File: config.mk
export PLATFORM = sky130hd
export DESIGN_NAME = keypad_scanner
export DESIGN_NICKNAME = d
export VERILOG_FILES = /design/src/rtl/kp_pkg.sv /design/src/rtl/kp_sync.sv /design/src/rtl/kp_row_scan.sv /design/src/rtl/kp_debounce.sv /design/src/rtl/kp_seg_decode.sv /design/src/rtl/keypad_scanner.sv
export SDC_FILE = /design/constraint.sdc
export NUM_CORES = 1
export LEC_CHECK = 0
export BUFFER_PORTS_ARGS = -buffer_cell sky130_fd_sc_hd__buf_2
export CELL_PAD_IN_SITES_DETAIL_PLACEMENT = 0
export CELL_PAD_IN_SITES_GLOBAL_PLACEMENT = 1
export CORE_MARGIN = 2
export CORE_UTILIZATION = 52
export CTS_BUF_LIST = sky130_fd_sc_hd__clkbuf_8
export DETAILED_ROUTE_END_ITERATION = 8
export GPL_TIMING_DRIVEN = 0
export PLACE_DENSITY = 0.86
export SLEW_MARGIN = 20
export SYNTH_ARGS = -nofsm -noshare
export SYNTH_HDL_FRONTEND = slang
export SYNTH_SLANG_ARGS = --single-unit
File: constraint.sdc
create_clock -name clk_i -period 3.7 [get_ports clk_i]
set_input_delay 0.37 -clock clk_i [delete_from_list [all_inputs] [get_ports clk_i]]
set_output_delay 0.37 -clock clk_i [all_outputs]
set_load 0.01 [all_outputs]
File: src/rtl/kp_pkg.sv
package kp_pkg;
  localparam int ROWS   = 4;
  localparam int COLS   = 4;
  localparam int KEYS   = ROWS * COLS;
  localparam int CODE_W = $clog2(KEYS);
  localparam int ROW_W  = $clog2(ROWS);

  // bit 0 = segment a ... bit 6 = segment g, active high
  function automatic logic [6:0] hex_seg(input logic [3:0] v);
    case (v)
      4'h0: hex_seg = 7'h3F;
      4'h1: hex_seg = 7'h06;
      4'h2: hex_seg = 7'h5B;
      4'h3: hex_seg = 7'h4F;
      4'h4: hex_seg = 7'h66;
      4'h5: hex_seg = 7'h6D;
      4'h6: hex_seg = 7'h7D;
      4'h7: hex_seg = 7'h07;
      4'h8: hex_seg = 7'h7F;
      4'h9: hex_seg = 7'h6F;
      4'hA: hex_seg = 7'h77;
      4'hB: hex_seg = 7'h7C;
      4'hC: hex_seg = 7'h39;
      4'hD: hex_seg = 7'h5E;
      4'hE: hex_seg = 7'h79;
      default: hex_seg = 7'h71;
    endcase
  endfunction
endpackage

File: src/rtl/kp_sync.sv
module kp_sync #(
  parameter int W = 4
) (
  input  logic         clk_i,
  input  logic         rst_ni,
  input  logic [W-1:0] d_i,
  output logic [W-1:0] q_o
);
  logic [W-1:0] s1_q, s2_q;

  // idle level is high (not pressed)
  always_ff @(posedge clk_i or negedge rst_ni) begin
    if (!rst_ni) begin
      s1_q <= '1;
      s2_q <= '1;
    end else begin
      s1_q <= d_i;
      s2_q <= s1_q;
    end
  end

  assign q_o = s2_q;
endmodule

File: src/rtl/kp_row_scan.sv
module kp_row_scan
  import kp_pkg::*;
#(
  parameter int SETTLE_CYC = 4
) (
  input  logic            clk_i,
  input  logic            rst_ni,
  input  logic [COLS-1:0] cols_sync_i,
  output logic [ROWS-1:0] rows_o,
  output logic            scan_done_o,
  output logic [KEYS-1:0] scan_map_o
);
  localparam int CNT_W = (SETTLE_CYC > 1) ? $clog2(SETTLE_CYC) : 1;
  localparam logic [CNT_W-1:0] CNT_LAST = CNT_W'(SETTLE_CYC - 1);
  localparam logic [ROW_W-1:0] ROW_LAST = ROW_W'(ROWS - 1);

  logic [ROW_W-1:0] row_q;
  logic [CNT_W-1:0] cnt_q;
  logic [KEYS-1:0]  acc_q, acc_d, map_q;
  logic             done_q;
  logic             sample;

  assign sample = (cnt_q == CNT_LAST);

  // merge the current row's columns into the snapshot
  always_comb begin
    acc_d = acc_q;
    for (int c = 0; c < COLS; c++) begin
      acc_d[int'(row_q) * COLS + c] = ~cols_sync_i[c];
    end
  end

  always_ff @(posedge clk_i or negedge rst_ni) begin
    if (!rst_ni) begin
      row_q  <= '0;
      cnt_q  <= '0;
      acc_q  <= '0;
      map_q  <= '0;
      done_q <= 1'b0;
    end else begin
      done_q <= 1'b0;
      if (sample) begin
        cnt_q <= '0;
        if (row_q == ROW_LAST) begin
          row_q  <= '0;
          acc_q  <= '0;
          map_q  <= acc_d;
          done_q <= 1'b1;
        end else begin
          row_q <= row_q + 1'b1;
          acc_q <= acc_d;
        end
      end else begin
        cnt_q <= cnt_q + 1'b1;
      end
    end
  end

  for (genvar r = 0; r < ROWS; r++) begin : g_row
    assign rows_o[r] = (row_q != ROW_W'(r));
  end

  assign scan_done_o = done_q;
  assign scan_map_o  = map_q;


  one_row_low_chk: assert property (@(posedge clk_i) disable iff (!rst_ni)
    $countones(~rows_o) == 1);


  row_step_chk: assert property (@(posedge clk_i) disable iff (!rst_ni)
    (sample && row_q != ROW_LAST) |=> (row_q == $past(row_q) + 1'b1));


  row_dwell_chk: assert property (@(posedge clk_i) disable iff (!rst_ni)
    !sample |=> $stable(rows_o));


  scan_wrap_chk: assert property (@(posedge clk_i) disable iff (!rst_ni)
    scan_done_o |-> (rows_o[0] == 1'b0 && $past(rows_o[ROWS-1]) == 1'b0));
endmodule

File: src/rtl/kp_debounce.sv
module kp_debounce
  import kp_pkg::*;
#(
  parameter int DEB_SCANS = 2
) (
  input  logic              clk_i,
  input  logic              rst_ni,
  input  logic              scan_done_i,
  input  logic [KEYS-1:0]   scan_map_i,
  output logic [CODE_W-1:0] code_o,
  output logic              valid_o,
  output logic              held_o
);
  localparam int DC_W = $clog2(DEB_SCANS + 1);
  localparam logic [DC_W-1:0] DC_MAX = DC_W'(DEB_SCANS);

  logic              hit;
  logic [CODE_W-1:0] first;
  logic [CODE_W-1:0] cand_q, code_q;
  logic [DC_W-1:0]   cnt_q, cnt_nxt, cnt_inc;
  logic              held_q, valid_q, held_key;

  // lowest index wins: row-major scan order
  always_comb begin
    hit   = |scan_map_i;
    first = '0;
    for (int k = KEYS - 1; k >= 0; k--) begin
      if (scan_map_i[k]) first = CODE_W'(k);
    end
  end

  assign held_key = scan_map_i[code_q];
  assign cnt_inc  = DC_W'(cnt_q + 1'b1);

  always_comb begin
    if (!hit)                              cnt_nxt = '0;
    else if (first == cand_q && cnt_q != 0) cnt_nxt = cnt_inc;
    else                                   cnt_nxt = DC_W'(1);
  end

  always_ff @(posedge clk_i or negedge rst_ni) begin
    if (!rst_ni) begin
      cand_q  <= '0;
      code_q  <= '0;
      cnt_q   <= '0;
      held_q  <= 1'b0;
      valid_q <= 1'b0;
    end else begin
      valid_q <= 1'b0;
      if (scan_done_i) begin
        if (!held_q) begin
          if (cnt_nxt == DC_MAX) begin
            held_q  <= 1'b1;
            valid_q <= 1'b1;
            code_q  <= first;
            cnt_q   <= '0;
          end else begin
            cnt_q  <= cnt_nxt;
            cand_q <= first;
          end
        end else if (held_key) begin
          cnt_q <= '0;
        end else if (cnt_inc == DC_MAX) begin
          held_q <= 1'b0;
          cnt_q  <= '0;
        end else begin
          cnt_q <= cnt_inc;
        end
      end
    end
  end

  assign code_o  = code_q;
  assign valid_o = valid_q;
  assign held_o  = held_q;


  valid_pulse_chk: assert property (@(posedge clk_i) disable iff (!rst_ni)
    valid_q |=> !valid_q);


  held_rise_chk: assert property (@(posedge clk_i) disable iff (!rst_ni)
    $rose(held_q) |-> valid_q);


  valid_on_scan_chk: assert property (@(posedge clk_i) disable iff (!rst_ni)
    valid_q |-> $past(scan_done_i));


  code_stable_chk: assert property (@(posedge clk_i) disable iff (!rst_ni)
    (held_q && !valid_q) |-> $stable(code_q));


  release_on_scan_chk: assert property (@(posedge clk_i) disable iff (!rst_ni)
    $fell(held_q) |-> $past(scan_done_i && !held_key));
endmodule

File: src/rtl/kp_seg_decode.sv
module kp_seg_decode
  import kp_pkg::*;
(
  input  logic [CODE_W-1:0] code_i,
  output logic [6:0]        seg_o
);
  assign seg_o = hex_seg(code_i);


  always_comb begin
    seg_nonblank_chk: assert (seg_o != 7'h00);
  end
endmodule

File: src/rtl/keypad_scanner.sv
module keypad_scanner
  import kp_pkg::*;
#(
  parameter int SETTLE_CYC = 4,
  parameter int DEB_SCANS  = 2
) (
  input  logic              clk_i,
  input  logic              rst_ni,
  input  logic [COLS-1:0]   cols_i,
  output logic [ROWS-1:0]   rows_o,
  output logic [CODE_W-1:0] key_code_o,
  output logic [6:0]        seg_o,
  output logic              key_valid_o,
  output logic              key_held_o
);
  logic [COLS-1:0] cols_sync;
  logic            scan_done;
  logic [KEYS-1:0] scan_map;

  kp_sync #(.W(COLS)) u_sync (
    .clk_i  (clk_i),
    .rst_ni (rst_ni),
    .d_i    (cols_i),
    .q_o    (cols_sync)
  );

  kp_row_scan #(.SETTLE_CYC(SETTLE_CYC)) u_scan (
    .clk_i       (clk_i),
    .rst_ni      (rst_ni),
    .cols_sync_i (cols_sync),
    .rows_o      (rows_o),
    .scan_done_o (scan_done),
    .scan_map_o  (scan_map)
  );

  kp_debounce #(.DEB_SCANS(DEB_SCANS)) u_deb (
    .clk_i       (clk_i),
    .rst_ni      (rst_ni),
    .scan_done_i (scan_done),
    .scan_map_i  (scan_map),
    .code_o      (key_code_o),
    .valid_o     (key_valid_o),
    .held_o      (key_held_o)
  );

  kp_seg_decode u_seg (
    .code_i (key_code_o),
    .seg_o  (seg_o)
  );


  valid_implies_held_chk: assert property (@(posedge clk_i) disable iff (!rst_ni)
    key_valid_o |-> key_held_o);
endmodule

==> flow_metrics.tcl, run 1 <==
set metrics [dict create \
    r2r_start "u_scan.scan_map_o[0]" \
    die-width_um 79.3 \
    ctsLongestPathBuffers 2 \
    hold_violations 0 \
    dp_hpwl_um 4210 \
    leakagePower_nw 1.43 \
    post-route-drc-count 0 \
    grt_antenna_before_repair 0 \
    wl_met2_um 2740 \
    cts_made_buffers 5 \
    rows 27 \
    synthArstFlopShare_pct 100 \
    cts.sinks 53 \
    fin_crit_sh_pct 72.3 \
    ctsHoldBuffers 0 \
    via_count 2190 \
    fin_nets 357 \
    grt_max_degree 54 \
    multi_input_comb_area_sq_mm 0.00143 \
    slew_headroom_pct 56.1 \
    cp_max_fo 7 \
    highest_layer "met4" \
    min_period_ns 2.67 \
    vdd_ir_drop_max_uv 247 \
    synth-seq-area-share_pct 45.3 \
    core_sq_mm 0.00551 \
    status "finished clean" \
    area_growth_pct 9.93 \
    fmax_mhz 374 \
    cpMaxStageDelayCell "or4_1" \
    hp-class "input pin to asynchronous set/reset pin" \
    antenna_left 0 \
    clock_latency_ns 0.31 \
    maxCapViolations 0 \
    drtIter0Drc 149 \
    crit_path_cell_trace "or4_1 -> a211oi_2 -> xor2_1 -> nor2_1 -> nor4b_4 -> nand3_4 -> mux2_4" \
    die_area_sq_mm 0.00629 \
    synth_area_leaders "dfrtp_1 38%, dfstp_2 7.1%, ha_1 6.4%" \
    setup-tns-final_ns 0 \
    slowest_delay_ns 0.60 \
    synth-edff-count 0 \
    ys.flop_type "dfrtp_1" \
    io_pins 23 \
    portBuffers 22 \
    wl_per_cell_um 13.8 \
    cts.clk_slew.worst_paths_ns 0.10 \
    netlist.top_cell.by_area "dfrtp_1" \
    cts_resized 0 \
    setup_viol 0 \
    final_layout_size_suffix_gt1_share_pct 17.8 \
    worstRegToRegCells 7 \
    dp_cells 401 \
    firstDrtPassIters 5 \
    worstSetupEndpointType "flip-flop" \
    fin_hold_ws_ns 0.0788 \
    reg2reg_slack_ns 1.03 \
    cpLargestDelayFamily "simple AND/OR/NAND/NOR gates" \
    rsz0062_at_grt "no" \
    grt_pass1_vias 2051 \
    syn_avg_cell_area_sq_um 9.60 \
    yosysUniqueCellTypes 51 \
    synth_top_cell_area_share_pct 38.2 \
    seq_area_sq_mm 0.00134 \
    die_h_um 79.3 \
    cts.htree.levels 2 \
    initial_core_util_pct 53.5 \
    root_buffer "clkbuf_8" \
    p_per_area_mw_per_mm2 297 \
    wl_um 5660 \
    syn_area_sq_mm 0.00295 \
    slew_violations 0 \
    yosys_warnings 0 \
    cts_setup_buffers 0 \
    r2r_end "u_deb.code_o[1]" \
    cts_tree "built" \
    fin_cells 409 \
    met1_length_um 2600 \
    startpoint_type "flip-flop" \
    grt_pass1_wl_um 9920 \
    fill_cells 489 \
    globalplace.congestion 0.801 \
    synth_seq_cells 53 \
    grt-ovfl-total 0 \
    worstSetupPathType "flip-flop to flip-flop" \
    syn_nets 328 \
    synthCells 307 \
    route.met3.wl_um 233 \
    n_antenna_cell 0 \
    grt_usage_pct 20.0 \
    crit_start "u_scan.scan_map_o[0]" \
    detail_route.vias_per_cell 5.35 \
    crit_buf_inv 0 \
    worst_pin_slew_ns 0.659 \
    critPathArrivalTime_ns 2.87 \
    cp.required_ns 3.90 \
    skew_ns 0.0112 \
]
==> placed cells by master (no fill, tap or decap), types with 2 or more instances in the layout <==
cell	instances
a21oi_1	20
dfrtp_1	45
o22ai_1	12
inv_1	33
or3_1	2
nor2_1	27
mux2_4	3
or4_1	2
a31oi_1	7
nor2b_1	7
buf_1	4
nand2_1	34
mux2i_1	6
clkbuf_8	5
buf_2	22
mux4_2	4
mux2_2	2
dfstp_2	8
nand3_1	4
ha_1	15
o31ai_1	3
nor3_1	2
xor2_1	2
clkbuf_1	9
and3_1	2
o21ai_0	27
==> through the flow <==
| stage | setup WS (ns) | power (mW) | area, sq um | util, % |
|---|---|---|---|---|
| after CTS | 1.03 | 0.971 | 3240 | 58.9 |
| after floorplan | 1.37 | 0.621 | 2950 | - |
| after global placement | 1.06 | 0.640 | 3150 | 57.2 |
| after detailed placement | 1.04 | 0.641 | 3150 | 57.2 |
| after global routing | 0.907 | 0.997 | 3240 | 58.9 |
| final | 1.03 | 0.961 | 3240 | 58.9 |
==> registers in the layout (all words and copies together) (netlist names) <==
register            cells
u_scan.cnt_q            2
u_deb.held_o            1
u_sync.q_o              4
u_deb.cnt_q             2
u_scan.row_q            2
u_deb.cand_q            4
u_deb.code_o            4
u_scan.scan_map_o      16
u_sync.s1_q             4
u_deb.valid_o           1
u_scan.acc_q           12
u_scan.scan_done_o      1
==> worst register-to-register path: cells and delay by family (launching register included) <==
kind,cells,cell delay [ns]
xor gates and xnor gates,1,0.12
DFF,1,0.46
muxes,1,0.32
and+or+nand+nor,4,1.28
AOI/OAI and AO/OA,1,0.39
==> cells in the mapped netlist, types with 2 or more instances <==
| library cell | number |
|---|---|
| mux4_2 | 4 |
| and3_1 | 2 |
| inv_1 | 33 |
| or3_1 | 2 |
| nor2b_1 | 7 |
| a21oi_1 | 20 |
| xor2_1 | 2 |
| o21ai_0 | 27 |
| ha_1 | 15 |
| o22ai_1 | 12 |
| o31ai_1 | 3 |
| nand3_1 | 4 |
| buf_1 | 4 |
| nor2_1 | 27 |
| dfstp_2 | 8 |
| nand2_1 | 34 |
| mux2i_1 | 6 |
| a31oi_1 | 7 |
| clkbuf_1 | 9 |
| mux2_4 | 3 |
| dfrtp_1 | 45 |
| nor3_1 | 2 |
| mux2_2 | 2 |
| or4_1 | 2 |
==> layer usage <==
layer,global-route usage (%),vias to the layer above
met5,0,-
met1,26.6,1004
met3,3.41,6
met4,5.52,0
li1,-,1124
met2,33.9,56
==> kinds of logic (layout without fill, tap and decap cells) <==
| family | Yosys count | after routing | synth area share, % |
|---|---|---|---|
| multiplexers | 16 | 16 | 8.28 |
| AND/OR/NAND/NOR | 90 | 90 | 15.9 |
| flip-flops | 53 | 53 | 45.3 |
| adder cells (fa/ha/maj) | 15 | 15 | 6.37 |
| AO/OA/AOI/OAI | 82 | 82 | 17.1 |
| buffers and inverters | 48 | 78 | 6.15 |
| XOR/XNOR | 3 | 3 | 0.892 |
==> layout make-up <==
cell class              count  share of cell area [%]
well taps                  72                    2.78
clock buffers               5                    2.12
repair buffers             22                    3.47
inverters                  34                    3.94
flip-flops and latches     53                    41.2
clock inverters             3                   0.656
plain buffers              14                    1.66
multi-input cells         206                    44.1
==> power breakdown <==
part           switching, mW  internal, mW  total, mW
Combinational         0.0182       0.00804     0.0262
Sequential            0.0114         0.591      0.603
Clock                  0.197         0.135      0.332
Total                  0.227         0.734      0.961
==> worst max path at each step <==
stage,slack [ns],cells after the start,to
3_3_place_gp,1.06,7,u_deb.code_o[1]
2_1_floorplan,1.37,7,u_deb.code_o[3]
5_1_grt,0.91,7,u_deb.code_o[1]
4_1_cts,1.03,7,u_deb.code_o[1]
3_5_place_dp,1.04,7,u_deb.code_o[1]
6_report,1.03,7,u_deb.code_o[1]
No activity file was read; power rests on OpenSTA's default activity.
==> run 2, diff against run 1 <==
--- a/config.mk
+++ b/config.mk
@@ -9,11 +9,11 @@
 export CELL_PAD_IN_SITES_DETAIL_PLACEMENT = 0
 export CELL_PAD_IN_SITES_GLOBAL_PLACEMENT = 1
 export CORE_MARGIN = 2
-export CORE_UTILIZATION = 52
+export CORE_UTILIZATION = 48
 export CTS_BUF_LIST = sky130_fd_sc_hd__clkbuf_8
 export DETAILED_ROUTE_END_ITERATION = 8
 export GPL_TIMING_DRIVEN = 0
-export PLACE_DENSITY = 0.86
+export PLACE_DENSITY = 0.8
 export SLEW_MARGIN = 20
 export SYNTH_ARGS = -nofsm -noshare
 export SYNTH_HDL_FRONTEND = slang
==> constraint.sdc (replaced) <==
create_clock -name clk_i -period 2.75 [get_ports clk_i]
set_input_delay 0.275 -clock clk_i [delete_from_list [all_inputs] [get_ports clk_i]]
set_output_delay 0.275 -clock clk_i [all_outputs]
set_load 0.01 [all_outputs]
==> run 2 against run 1 <==
Final cell count is 1.2% higher. Register-to-register slack worse by 0.81 ns. Via count is 0.14% lower. Maximum frequency is 5.3% higher. Sequential power is 34% higher. Largest power group unchanged. Highest routed layer unchanged. Worst setup slack worse by 0.81 ns. First-iteration DRC count is 16% lower. Die area is 7.9% higher. The run now ends with hold timing left.
==> flow_metrics.tcl, run 2 (synthesized netlist as in run 1, its figures left out) <==
set metrics [dict create \
    wl_um 5960 \
    io_pins 23 \
    hold_violations 7 \
    area_growth_pct 10.6 \
    setup-tns-final_ns 0 \
    die_area_sq_mm 0.00678 \
    worstSetupPathType "flip-flop to flip-flop" \
    grt_antenna_before_repair 0 \
    root_buffer "clkbuf_8" \
    worstRegToRegCells 8 \
    stdcell_area_sq_mm 0.00326 \
    multi_input_comb_area_sq_mm 0.00143 \
    slowest_delay_ns 0.59 \
    final_layout_size_suffix_gt1_share_pct 18.3 \
    grt_max_degree 54 \
    cts.htree.levels 2 \
    violations "hold timing" \
    die_h_um 82.4 \
    setup_viol 0 \
    cts_tree "built" \
    final_cell_mix "45 x dfrtp_1, 34 x nand2_1, 33 x inv_1, 27 x nor2_1, 27 x o21ai_0" \
    portBuffers 22 \
    placed_area_sq_mm 0.00315 \
    antenna_left 0 \
    grt_pass1_wl_um 10500 \
    seq_area_sq_mm 0.00134 \
    cpMaxStageDelayCell "or4_1" \
    rsz0062_at_grt "no" \
    cp.required_ns 2.95 \
    grt-ovfl-total 0 \
    fmax_mhz 394 \
    skew_ns 0.0133 \
    wl_per_cell_um 14.4 \
    worst_pin_slew_ns 0.670 \
    startpoint_type "flip-flop" \
    critPathArrivalTime_ns 2.73 \
    crit_start "u_scan.scan_map_o[0]" \
    cp_max_fo 7 \
    n_antenna_cell 0 \
    largest_reg_flops 16 \
    r2r_end "u_deb.code_o[1]" \
    firstDrtPassIters 4 \
    fin_ws_ns 0.212 \
    fin_hold_ws_ns -0.00428 \
    fin_crit_sh_pct 92.3 \
    slew_headroom_pct 55.3 \
    p_per_area_mw_per_mm2 397 \
    die-width_um 82.4 \
    place_ws_ns 0.136 \
    crit_path_cell_trace "or4_1 -> a211oi_2 -> xor2_1 -> nor2_1 -> nor4b_4 -> buf_4 -> nand3_4 -> mux2_4" \
    clock_latency_ns 0.31 \
    via_count 2187 \
    grt_usage_pct 20.5 \
    vdd_ir_drop_max_uv 230 \
    final_common_cell "dfrtp_1" \
    core_sq_mm 0.00592 \
    hp-class "input pin to asynchronous set/reset pin" \
    detail_route.vias_per_cell 5.28 \
    dp_hpwl_um 4360 \
    globalplace.congestion 0.829 \
    final_util_pct 55.1 \
    min_period_ns 2.54 \
    reg2reg_slack_ns 0.21 \
    post-route-drc-count 0 \
    fin_nets 359 \
    r2r_start "u_scan.scan_map_o[0]" \
    initial_core_util_pct 49.8 \
    cts_made_buffers 5 \
    leakagePower_nw 1.44 \
    fill_cells 545 \
    cts.clk_slew.worst_paths_ns 0.11 \
    slew_violations 0 \
    rows 28 \
    maxCapViolations 0 \
    status "finished with violations" \
    grt_pass1_vias 2137 \
    worstSetupEndpointType "flip-flop" \
    drtIter0Drc 125 \
    ctsLongestPathBuffers 2 \
    cts.sinks 53 \
]
==> run 2: cell count changes in the layout (fill, tap and decap cells not counted) <==
| cell | previous run | this run |
|---|---|---|
| buf_4 | 1 | 3 |
==> run 2: metal layers <==
layer  vias to the layer above  share of wire (%)  global-route usage [%]
li1                       1121                  -                       -
met1                      1009                 47                    27.3
met2                        47                 47                    32.9
met3                        10                3.2                    3.70
met4                         0                2.3                    8.83
met5                         -                  0                       0
==> run 2: stage by stage <==
| step | power [mW] | std cells |
|---|---|---|
| 6_report | 1.29 | 414 |
| 5_1_grt | 1.36 | 414 |
| 3_3_place_gp | 0.862 | 404 |
| 2_1_floorplan | 0.836 | 307 |
| 4_1_cts | 1.31 | 412 |
| 3_5_place_dp | 0.863 | 404 |
==> run 2: repair_timing <==
action | in CTS | in global routing
endpoints found under the setup margin | 0 | 1
resized for setup | 0 | 0
hold buffers | 0 | 0
setup buffers | 0 | 2
==> run 2: area by class of cell <==
| type | count | area share, % |
|---|---|---|
| Tap cell | 75 | 2.88 |
| Sequential cell | 53 | 41.0 |
| Clock inverter | 3 | 0.653 |
| Multi-Input combinational cell | 206 | 43.9 |
| Buffer | 14 | 1.65 |
| Inverter | 34 | 3.92 |
| Clock buffer | 5 | 2.11 |
| Timing Repair Buffer | 24 | 3.92 |
==> run 2: worst max-delay path, delay by kind of cell (launching register included) <==
kind	cells	cell delay [ns]
muxes	1	0.32
DFF	1	0.46
and+or+nand+nor	4	1.02
AOI/OAI and AO/OA	1	0.34
buffers and inverters	1	0.18
xor gates and xnor gates	1	0.11
==> run 2: worst max-delay path by stage <==
stage | to | slack, ns | cells past startpoint
global placement | u_deb.code_o[1] | 0.14 | 7
CTS | u_deb.code_o[1] | 0.13 | 7
finish | u_deb.code_o[1] | 0.21 | 8
floorplan | u_deb.code_o[3] | 0.42 | 7
detailed placement | u_deb.code_o[0] | 0.14 | 7
global route | u_deb.cnt_q[0] | 0.1 | 7
==> run 2: power breakdown <==
group	internal, mW	total [mW]	switching, mW	leakage, nW
combinational	0.0108	0.0359	0.0251	0.753
clock	0.181	0.448	0.266	0.0445
sequential	0.796	0.811	0.0148	0.644
total	0.988	1.29	0.306	1.44
==> run 3, diff against run 2 <==
==> constraint.sdc (replaced) <==
create_clock -name clk_i -period 2.4 [get_ports clk_i]
set_input_delay 0.24 -clock clk_i [delete_from_list [all_inputs] [get_ports clk_i]]
set_output_delay 0.24 -clock clk_i [all_outputs]
set_load 0.01 [all_outputs]
==> run 3 against run 2 <==
The run ends with setup timing left. Sequential share of layout area shrank 2.2 points. First-iteration DRC count decreased by 18%. Non-clock buffer count is 17 higher. Maximum frequency increased by 5.2%. Critical path depth stayed put.
==> flow_metrics.tcl, run 3 (synthesized netlist as in run 1, its figures left out) <==
set metrics [dict create \
    status "finished with violations" \
    violations "setup timing" \
    die_h_um 82.4 \
    critPathArrivalTime_ns 2.61 \
    antenna_left 0 \
    die-width_um 82.4 \
    cp.required_ns 2.60 \
    fin_nets 376 \
    fin_cells 431 \
    area_growth_pct 17.3 \
    dp_cells 404 \
    reg2reg_slack_ns -0.01 \
    grt_pass1_wl_um 10700 \
    p_sw_uw 359 \
    hold_violations 0 \
    power_frac_seq_pct 62.0 \
    grt-ovfl-total 0 \
    final_layout_size_suffix_gt1_share_pct 23.6 \
    cts_made_buffers 5 \
    final_common_cell "dfrtp_1" \
    crit_buf_inv 1 \
    detail_route.vias_per_cell 5.29 \
    slowest_delay_ns 0.57 \
    dp_hpwl_um 4360 \
    p_total_mw 1.50 \
    vdd_ir_drop_max_uv 264 \
    leakagePower_nw 1.54 \
    fmax_mhz 415 \
    setup_viol 2 \
    drtIter0Drc 102 \
    grt_max_degree 54 \
    startpoint_type "flip-flop" \
    hold_path_depth 1 \
    netSwitchingFraction_pct 24.0 \
    worstRegToRegCells 8 \
    power_frac_comb_pct 3.5 \
    cpMaxStageDelayCell "or4_4" \
    grt_pass1_vias 2186 \
    via_count 2279 \
    placed_area_sq_mm 0.00315 \
    skew_ns 0.0109 \
    slew_violations 0 \
    wl_um 6290 \
    rows 28 \
    p_per_area_mw_per_mm2 434 \
    grt_antenna_before_repair 0 \
    internal_power_mw 1.14 \
    n_antenna_cell 0 \
    fin_crit_sh_pct 100 \
    portBuffers 22 \
    cts.clk_slew.worst_paths_ns 0.09 \
    worstSetupPathType "flip-flop to flip-flop" \
    io_pins 23 \
    core_sq_mm 0.00592 \
    wl_per_cell_um 14.6 \
    worstSetupEndpointType "flip-flop" \
    maxCapViolations 0 \
    p_clk_share_pct 34.5 \
    min_period_ns 2.41 \
    die_area_sq_mm 0.00678 \
    cp_max_fo 5 \
    cpLargestDelayFamily "simple AND/OR/NAND/NOR gates" \
    fin_hold_ws_ns 0.0195 \
    root_buffer "clkbuf_8" \
    crit_path_cell_trace "or4_4 -> a211oi_4 -> xor2_1 -> nor2_1 -> nor4b_4 -> buf_4 -> nand3_4 -> mux2_4" \
    stdcell_area_sq_mm 0.00346 \
    cts.sinks 53 \
    cts.htree.levels 2 \
    initial_core_util_pct 49.8 \
    worst_pin_slew_ns 0.671 \
    final_cell_mix "42 x dfrtp_1, 34 x nand2_1, 33 x inv_1, 27 x nor2_1, 27 x o21ai_0" \
    largest_reg_flops 16 \
    ctsLongestPathBuffers 2 \
    clock_latency_ns 0.31 \
    hp-class "input pin to flip-flop" \
    globalplace.congestion 0.829 \
    path_depth 8 \
    cts_tree "built" \
    firstDrtPassIters 5 \
    grt_usage_pct 20.8 \
    slew_headroom_pct 55.3 \
    rsz0062_at_grt "yes" \
    fin_ws_ns -0.0116 \
    post-route-drc-count 0 \
]
==> run 3: changes by cell type in the layout (fill, tap and decap cells not counted), moves of 2 or more <==
cell           before  now
or4_4               0    2
dfrtp_1            45   42
or4_1               2    0
dlygate4sd3_1       0    3
dfrtp_2             0    3
buf_4               3   17
==> run 3: routing by layer <==
| layer | vias to the layer above | wire length [um] | global-route usage, % |
|---|---|---|---|
| met4 | 0 | 167 | 8.83 |
| met2 | 56 | 2970 | 33.7 |
| met1 | 1055 | 2920 | 27.5 |
| met5 | - | 0 | 0 |
| met3 | 13 | 226 | 3.70 |
| li1 | 1155 | - | - |
==> run 3: worst reg2reg max path, cell delays in order (launching register included) <==
cell      delay [ns]
dfrtp_2         0.44
or4_4           0.57
a211oi_4        0.25
xor2_1          0.10
nor2_1          0.12
nor4b_4         0.23
buf_4           0.17
nand3_4         0.11
mux2_4          0.32
==> run 3: per-stage QoR <==
step | worst slack (ns) | utilization [%] | setup TNS [ns]
after floorplan | 0.0652 | - | 0
after global placement | -0.214 | 53.2 | -0.894
after detailed placement | -0.214 | 53.3 | -0.898
after CTS | 0.0106 | 55.9 | 0
after global routing | -0.154 | 58.4 | -0.716
final | -0.0116 | 58.4 | -0.0157
==> run 3: worst paths after layout <==
| path | start | end |
|---|---|---|
| min in group asynchronous | rst_ni | u_deb.held_o |
| max | u_scan.scan_map_o[5] | u_deb.code_o[1] |
| min | cols_i[2] | u_sync.s1_q[2] |
| max in group asynchronous | rst_ni | u_scan.scan_map_o[0] |
| min reg2reg | u_sync.s1_q[2] | u_sync.q_o[2] |
| max reg2reg | u_scan.scan_map_o[5] | u_deb.code_o[1] |
==> run 3: cell type report <==
cell class / instances / area [sq um]
Clock buffer: 5 / 68.8
Fill cell: 526 / 2460
Sequential cell: 53 / 1340
Tap cell: 75 / 93.8
Timing Repair Buffer: 42 / 274
Buffer: 13 / 50.0
Multi-Input combinational cell: 206 / 1480
Clock inverter: 3 / 21.3
Inverter: 34 / 128
==> run 3: timing repair <==
| item | CTS | global route |
|---|---|---|
| gates resized for setup | 1 | 12 |
| pin swaps | 1 | 8 |
| setup buffers | 8 | 9 |
| hold buffers | 1 | 2 |
| endpoints found under the hold margin | 45 | 2 |
| setup endpoints to repair | 7 | 7 |
==> run 3: power by group through the flow <==
stage / logic, mW / clock network (mW) / registers (mW)
floorplan: 0.0163 / 0 / 0.941
global placement: 0.0415 / 0 / 0.946
detailed placement: 0.0426 / 0 / 0.946
CTS: 0.0468 / 0.530 / 0.928
global route: 0.0609 / 0.573 / 0.932
finish: 0.0527 / 0.517 / 0.929
